$ cat src/rtl/hw_sema_pkg.sv
package hw_sema_pkg;

  // Decoded per-port request toward the shared lock logic
  typedef struct packed {
    logic rd_hit;   // read strobe aimed at the status register
    logic rel;      // write strobe aimed at status with lock bit set
  } port_req_t;

  function automatic int idx_width(input int n);
    return (n > 1) ? $clog2(n) : 1;
  endfunction

endpackage

$ cat src/rtl/sema_rst_sync.sv
module sema_rst_sync (
  input  logic clk,
  input  logic rst_n,
  output logic rst_sync_n
);

  logic stage_q;
  logic out_q;

  always_ff @(posedge clk or negedge rst_n) begin
    if (!rst_n) begin
      stage_q <= 1'b0;
      out_q   <= 1'b0;
    end else begin
      stage_q <= 1'b1;
      out_q   <= stage_q;
    end
  end

  assign rst_sync_n = out_q;

endmodule

$ cat src/rtl/sema_port_decode.sv
module sema_port_decode
  import hw_sema_pkg::*;
#(
  parameter int          ADDR_W      = 4,
  parameter int          DATA_W      = 8,
  parameter logic [ADDR_W-1:0] STATUS_ADDR = 4'h8,
  parameter int          LOCK_BIT    = 0
) (
  input  logic              rd_en,
  input  logic              wr_en,
  input  logic [ADDR_W-1:0] addr,
  input  logic [DATA_W-1:0] wdata,
  output port_req_t         req
);

  logic hit;
  logic unused_wdata;

  assign hit          = (addr == STATUS_ADDR);
  assign req.rd_hit   = rd_en & hit;
  assign req.rel      = wr_en & hit & wdata[LOCK_BIT];
  // only the lock bit of the write data carries meaning
  assign unused_wdata = ^wdata;

endmodule

$ cat src/rtl/sema_prio_arb.sv
module sema_prio_arb #(
  parameter int NUM_PORTS = 4,
  parameter int IDX_W     = 2
) (
  input  logic [NUM_PORTS-1:0] req,
  output logic [NUM_PORTS-1:0] grant,
  output logic                 grant_any,
  output logic [IDX_W-1:0]     grant_idx
);

  // covered[i] is set when any port below i requests
  logic [NUM_PORTS:0] covered;

  assign covered[0] = 1'b0;

  for (genvar i = 0; i < NUM_PORTS; i++) begin : g_chain
    assign covered[i+1] = covered[i] | req[i];
    assign grant[i]     = req[i] & ~covered[i];
  end

  assign grant_any = covered[NUM_PORTS];

  always_comb begin
    grant_idx = '0;
    for (int i = 0; i < NUM_PORTS; i++) begin
      if (grant[i]) grant_idx = IDX_W'(i);
    end
  end

endmodule

$ cat src/rtl/sema_lock_core.sv
module sema_lock_core #(
  parameter int IDX_W = 2
) (
  input  logic             clk,
  input  logic             rst_n,
  input  logic             grant_any,
  input  logic [IDX_W-1:0] grant_idx,
  input  logic             release_any,
  output logic             lock_q,
  output logic [IDX_W-1:0] owner_q
);

  logic             lock_d;
  logic [IDX_W-1:0] owner_d;
  logic             lock_en;

  // A release only acts on a lock that is already held; a free lock
  // can only be taken by a granted read.
  always_comb begin
    lock_d  = lock_q;
    owner_d = owner_q;
    lock_en = 1'b0;
    if (lock_q) begin
      if (release_any) begin
        lock_d  = 1'b0;
        lock_en = 1'b1;
      end
    end else if (grant_any) begin
      lock_d  = 1'b1;
      owner_d = grant_idx;
      lock_en = 1'b1;
    end
  end

  always_ff @(posedge clk or negedge rst_n) begin
    if (!rst_n) begin
      lock_q  <= 1'b0;
      owner_q <= '0;
    end else if (lock_en) begin
      lock_q  <= lock_d;
      owner_q <= owner_d;
    end
  end


  held_keep_chk: assert property (@(posedge clk) disable iff (!rst_n)
    (lock_q && !release_any) |=> lock_q);


  release_frees_chk: assert property (@(posedge clk) disable iff (!rst_n)
    (lock_q && release_any) |=> !lock_q);


  owner_stable_chk: assert property (@(posedge clk) disable iff (!rst_n)
    (lock_q && !release_any) |=> $stable(owner_q));


  owner_taken_chk: assert property (@(posedge clk) disable iff (!rst_n)
    (!lock_q && grant_any) |=> (owner_q == $past(grant_idx)));

endmodule

$ cat src/rtl/hw_semaphore.sv
module hw_semaphore
  import hw_sema_pkg::*;
#(
  parameter int          NUM_PORTS   = 4,
  parameter int          ADDR_W      = 4,
  parameter int          DATA_W      = 8,
  parameter logic [ADDR_W-1:0] STATUS_ADDR = 4'h8,
  parameter int          LOCK_BIT    = 0,
  localparam int         IDX_W       = idx_width(NUM_PORTS)
) (
  input  logic                          clk,
  input  logic                          rst_n,
  input  logic [NUM_PORTS-1:0]          rd_en,
  input  logic [NUM_PORTS-1:0]          wr_en,
  input  logic [NUM_PORTS*ADDR_W-1:0]   addr,
  input  logic [NUM_PORTS*DATA_W-1:0]   wdata,
  output logic [NUM_PORTS*DATA_W-1:0]   rdata,
  output logic                          lock_o,
  output logic [IDX_W-1:0]              owner_o
);

  logic                 rst_sync_n;
  port_req_t            req_s [NUM_PORTS];
  logic [NUM_PORTS-1:0] rd_hit;
  logic [NUM_PORTS-1:0] rel;
  logic [NUM_PORTS-1:0] grant;
  logic                 grant_any;
  logic [IDX_W-1:0]     grant_idx;
  logic                 lock_q;
  logic [IDX_W-1:0]     owner_q;

  sema_rst_sync u_rst_sync (
    .clk        (clk),
    .rst_n      (rst_n),
    .rst_sync_n (rst_sync_n)
  );

  for (genvar p = 0; p < NUM_PORTS; p++) begin : g_port
    logic [DATA_W-1:0] rdata_d;
    logic [DATA_W-1:0] rdata_q;

    sema_port_decode #(
      .ADDR_W      (ADDR_W),
      .DATA_W      (DATA_W),
      .STATUS_ADDR (STATUS_ADDR),
      .LOCK_BIT    (LOCK_BIT)
    ) u_dec (
      .rd_en (rd_en[p]),
      .wr_en (wr_en[p]),
      .addr  (addr[p*ADDR_W +: ADDR_W]),
      .wdata (wdata[p*DATA_W +: DATA_W]),
      .req   (req_s[p])
    );

    assign rd_hit[p] = req_s[p].rd_hit;
    assign rel[p]    = req_s[p].rel;

    // Returned value is the state before this access, as seen by this port
    always_comb begin
      rdata_d = '0;
      if (req_s[p].rd_hit) rdata_d[LOCK_BIT] = lock_q | ~grant[p];
    end

    always_ff @(posedge clk or negedge rst_sync_n) begin
      if (!rst_sync_n)   rdata_q <= '0;
      else if (rd_en[p]) rdata_q <= rdata_d;
    end

    assign rdata[p*DATA_W +: DATA_W] = rdata_q;
  end

  sema_prio_arb #(
    .NUM_PORTS (NUM_PORTS),
    .IDX_W     (IDX_W)
  ) u_arb (
    .req       (rd_hit),
    .grant     (grant),
    .grant_any (grant_any),
    .grant_idx (grant_idx)
  );

  sema_lock_core #(
    .IDX_W (IDX_W)
  ) u_core (
    .clk         (clk),
    .rst_n       (rst_sync_n),
    .grant_any   (grant_any),
    .grant_idx   (grant_idx),
    .release_any (|rel),
    .lock_q      (lock_q),
    .owner_q     (owner_q)
  );

  assign lock_o  = lock_q;
  assign owner_o = owner_q;


  grant_onehot_chk: assert property (@(posedge clk) disable iff (!rst_sync_n)
    $onehot0(grant));


  grant_when_req_chk: assert property (@(posedge clk) disable iff (!rst_sync_n)
    (|rd_hit) |-> (|grant));


  acquire_chk: assert property (@(posedge clk) disable iff (!rst_sync_n)
    (!lock_q && (|rd_hit)) |=> lock_o);


  no_touch_chk: assert property (@(posedge clk) disable iff (!rst_sync_n)
    (!(|rd_hit) && !(|rel)) |=> $stable(lock_o));

endmodule

$ cat config.mk
export PLATFORM = sky130hd
export DESIGN_NAME = hw_semaphore
export DESIGN_NICKNAME = d
export VERILOG_FILES = /design/src/rtl/hw_sema_pkg.sv /design/src/rtl/sema_rst_sync.sv /design/src/rtl/sema_port_decode.sv /design/src/rtl/sema_prio_arb.sv /design/src/rtl/sema_lock_core.sv /design/src/rtl/hw_semaphore.sv
export SDC_FILE = /design/constraint.sdc
export NUM_CORES = 1
export LEC_CHECK = 0
export BUFFER_PORTS_ARGS = -buffer_cell sky130_fd_sc_hd__buf_2
export CAP_MARGIN = 15
export CELL_PAD_IN_SITES_DETAIL_PLACEMENT = 0
export CELL_PAD_IN_SITES_GLOBAL_PLACEMENT = 1
export CORE_ASPECT_RATIO = 2
export CORE_MARGIN = 5
export CORE_UTILIZATION = 17
export DETAILED_ROUTE_END_ITERATION = 12
export HOLD_SLACK_MARGIN = 0.03
export PLACE_DENSITY = 0.85
export RECOVER_POWER = 100
export SYNTH_ARGS = -nofsm -noshare
export SYNTH_HDL_FRONTEND = slang
export SYNTH_SLANG_ARGS = --single-unit
export TNS_END_PERCENT = 5
$ cat constraint.sdc
create_clock -name clk -period 0.8 [get_ports clk]
set_input_delay 0.16 -clock clk [delete_from_list [all_inputs] [get_ports clk]]
set_output_delay 0.16 -clock clk [all_outputs]
set_load 0.005 [all_outputs]
==> impl_metrics.env <==
export IMPL_hpwl_um=1670
export IMPL_initial_core_util=0.174
export IMPL_outcome="finished with violations"
export IMPL_max_stage_delay_ns=0.37
export IMPL_cts_sinks=9
export IMPL_cp_slowest_cell="nor4b_4"
export IMPL_grt_pass1_wl_um=2880
export IMPL_core_um2=4050
export IMPL_clk_path_buf_depth=2
export IMPL_grt_setup_unrepaired="yes"
export IMPL_max_freq_mhz=1060
export IMPL_synth_most_common_cell="buf_4"
export IMPL_gp_congestion=0.844
export IMPL_wl_um=1890
export IMPL_synth_edff_count=0
export IMPL_critPathKind="in2reg"
export IMPL_ys_flop_type="dfrtp_1"
export IMPL_antenna_found_initial=0
export IMPL_worstPathArrival_ns=1.07
export IMPL_nFillCells=469
export IMPL_place_inst=162
export IMPL_drive_above_1_share=0.466
export IMPL_yosys_top_cells_area="dfrtp_1 (32%), buf_4 (30%), nor4b_4 (6.7%)"
export IMPL_yosysSeqAreaShare=0.320
export IMPL_drc=0
export IMPL_grtUsageTotal=0.0671
export IMPL_critical_path_top_delay_family="simple AND/OR/NAND/NOR gates"
export IMPL_period_needed_ns=0.942
export IMPL_hold_viol_final=0
export IMPL_cts_tree="built"
export IMPL_die_area_um2=5610
export IMPL_finalWorstSetupSlack_ns=-0.142
export IMPL_finClkSkew_ns=0.00231
export IMPL_syn_to_final_growth_pct=38.2
export IMPL_dr_first_iter_drc_count=8
export IMPL_numCtsBuffers=3
export IMPL_hp_class="reg2async"
export IMPL_ctsHtreeMaxLevel=1
export IMPL_die_w_um=55.5
export IMPL_path_max_fanout=4
export IMPL_synth_seq_cells=9
export IMPL_synth_top_area_share=0.320
export IMPL_cap_violations=0
export IMPL_vias=596
export IMPL_slew_viol_final=0
export IMPL_p_per_area_nw_per_um2=1810
export IMPL_synthCells=72
export IMPL_netlist_area_um2=704
export IMPL_port_buffers=36
export IMPL_die_h_um=101
export IMPL_end_kind="flop"
export IMPL_clock_latency_ns=0.24
export IMPL_startpoint_type="input pin"
export IMPL_p_leak_nw=0.498
export IMPL_irDropWorstVdd_mv=1.06
export IMPL_pin_count=93
export IMPL_path_buf_inv=1
export IMPL_syn_area_per_cell_um2=9.78
export IMPL_grt_pass1_vias=599
export IMPL_antennaDiodeCount=0
export IMPL_rows=33
export IMPL_power_mw=1.77
export IMPL_nets=175
export IMPL_synth_commonest_cells="buf_4 (28), dfrtp_1 (9), inv_1 (4)"
export IMPL_postSynth_asyncResetShare=1.00
export IMPL_grt_overflow=0
export IMPL_path_clk_slew_ns=0.04
export IMPL_vias_per_cell=3.55
export IMPL_violations="negative setup slack"
export IMPL_whs_ns=0.120
export IMPL_wl_per_cell_um=11.2
export IMPL_cp_required_ns=0.92
export IMPL_fin_crit_sh=1.18
export IMPL_yosysWarnings=0
export IMPL_setup_viol=14
export IMPL_grt_max_degree=10
export IMPL_dr_pass1_iters=4
export IMPL_synth_top_area_cell="dfrtp_1"
export IMPL_path_cells="buf_2, nor4b_4, nand3_1, a41o_2"
export IMPL_fin_cells=168
export IMPL_ant_nets=0
export IMPL_synth_cell_types=21
export IMPL_root_buffer="clkbuf_8"
==> flip-flops by register name (all words and copies together) (netlist names) <==
| signal | cells |
|---|---|
| g_port.rdata_q | 4 |
| u_rst_sync.rst_sync_n | 1 |
| u_core.lock_q | 1 |
| u_core.owner_q | 2 |
| u_rst_sync.stage_q | 1 |
==> cells in the final DEF (no fill, tap or decap) <==
| cell | netlist | layout |
|---|---|---|
| buf_2 | 1 | 32 |
| conb_1 | 2 | 29 |
| dfrtp_1 | 9 | 8 |
| inv_1 | 4 | 4 |
| buf_4 | 28 | 4 |
| nor4b_4 | 2 | 3 |
| nand3_1 | 3 | 3 |
| a31oi_1 | 3 | 3 |
| clkbuf_8 | 0 | 3 |
| buf_6 | 0 | 3 |
| nand2_2 | 0 | 2 |
| o22ai_1 | 2 | 2 |
| o21ai_1 | 0 | 2 |
| a21oi_1 | 2 | 2 |
| o22a_1 | 2 | 2 |
| clkbuf_1 | 0 | 2 |
| nor4b_2 | 2 | 1 |
| a22oi_2 | 1 | 1 |
| nor2b_4 | 1 | 1 |
| and2_1 | 1 | 1 |
| o211ai_1 | 1 | 1 |
| nand2_1 | 3 | 1 |
| and3_1 | 1 | 1 |
| a41o_2 | 1 | 1 |
| o21bai_2 | 1 | 1 |
| dlygate4sd3_1 | 0 | 1 |
| buf_12 | 0 | 1 |
| dfrtp_2 | 0 | 1 |
==> timing repair <==
action                     in CTS  in global routing
hold endpoints to repair        2                  0
setup buffers                   1                  0
cloned                          0                  0
gates resized for setup         7                  1
pin swaps                       3                  3
setup endpoints to repair      14                 14
hold buffers                    1                  0
==> layout make-up <==
class                   count  area (um^2)  share of cell area
inverters                   4         15.0              0.0154
clock buffers               4         45.0              0.0463
multi-input cells          57          364               0.374
well taps                  52         65.1              0.0668
flip-flops and latches      9          226               0.233
repair buffers             42          258               0.265
==> metrics by stage <==
stage	TNS [ns]	setup WS (ns)	cell area (um^2)	util
2_1_floorplan	-0.890	-0.174	815	-
3_3_place_gp	-2.34	-0.386	875	0.216
3_5_place_dp	-2.39	-0.389	875	0.216
4_1_cts	-1.47	-0.145	972	0.240
5_1_grt	-1.92	-0.193	973	0.241
6_report	-1.38	-0.142	973	0.241
==> metal layers <==
layer,vias up,track usage,wire length (um)
met5,-,0,0
met1,262,0.0825,755
li1,279,-,-
met4,0,0.0449,58
met2,50,0.105,883
met3,5,0.0128,190
==> path summary, 6_finish.rpt <==
kind	startpoint	endpoint	slack (ns)	depth (start not counted)
worst max-delay path	addr[2]	u_core.lock_q$_DFFE_PN0P_	-0.14	4
worst min-delay path	u_rst_sync.rst_sync_n$_DFF_PN0_	u_core.owner_q[1]$_DFFE_PN0P_	0.12	0
worst max register to register	u_core.lock_q$_DFFE_PN0P_	g_port[1].rdata_q[0]$_DFFE_PN0P_	-0.13	3
worst min register to register	u_rst_sync.rst_sync_n$_DFF_PN0_	u_core.owner_q[1]$_DFFE_PN0P_	0.12	0
max in group asynchronous	rst_n	u_rst_sync.rst_sync_n$_DFF_PN0_	0.42	2
min in group clk	rd_en[0]	g_port[0].rdata_q[0]$_DFFE_PN0P_	0.17	2
==> kinds of logic after synthesis <==
family,Yosys count,synth area share
flops,9,0.320
other cells,2,0.0107
compound gates,15,0.158
buf+inv,33,0.327
simple gates,13,0.185
==> report_power, final <==
part	total (mW)	internal, mW	switching [mW]	leakage (nW)
sequential	0.623	0.553	0.0699	0.113
clock	0.530	0.347	0.183	0.0228
combinational	0.614	0.361	0.253	0.362
total	1.77	1.26	0.506	0.498
Power figures use the tool's default switching activity.
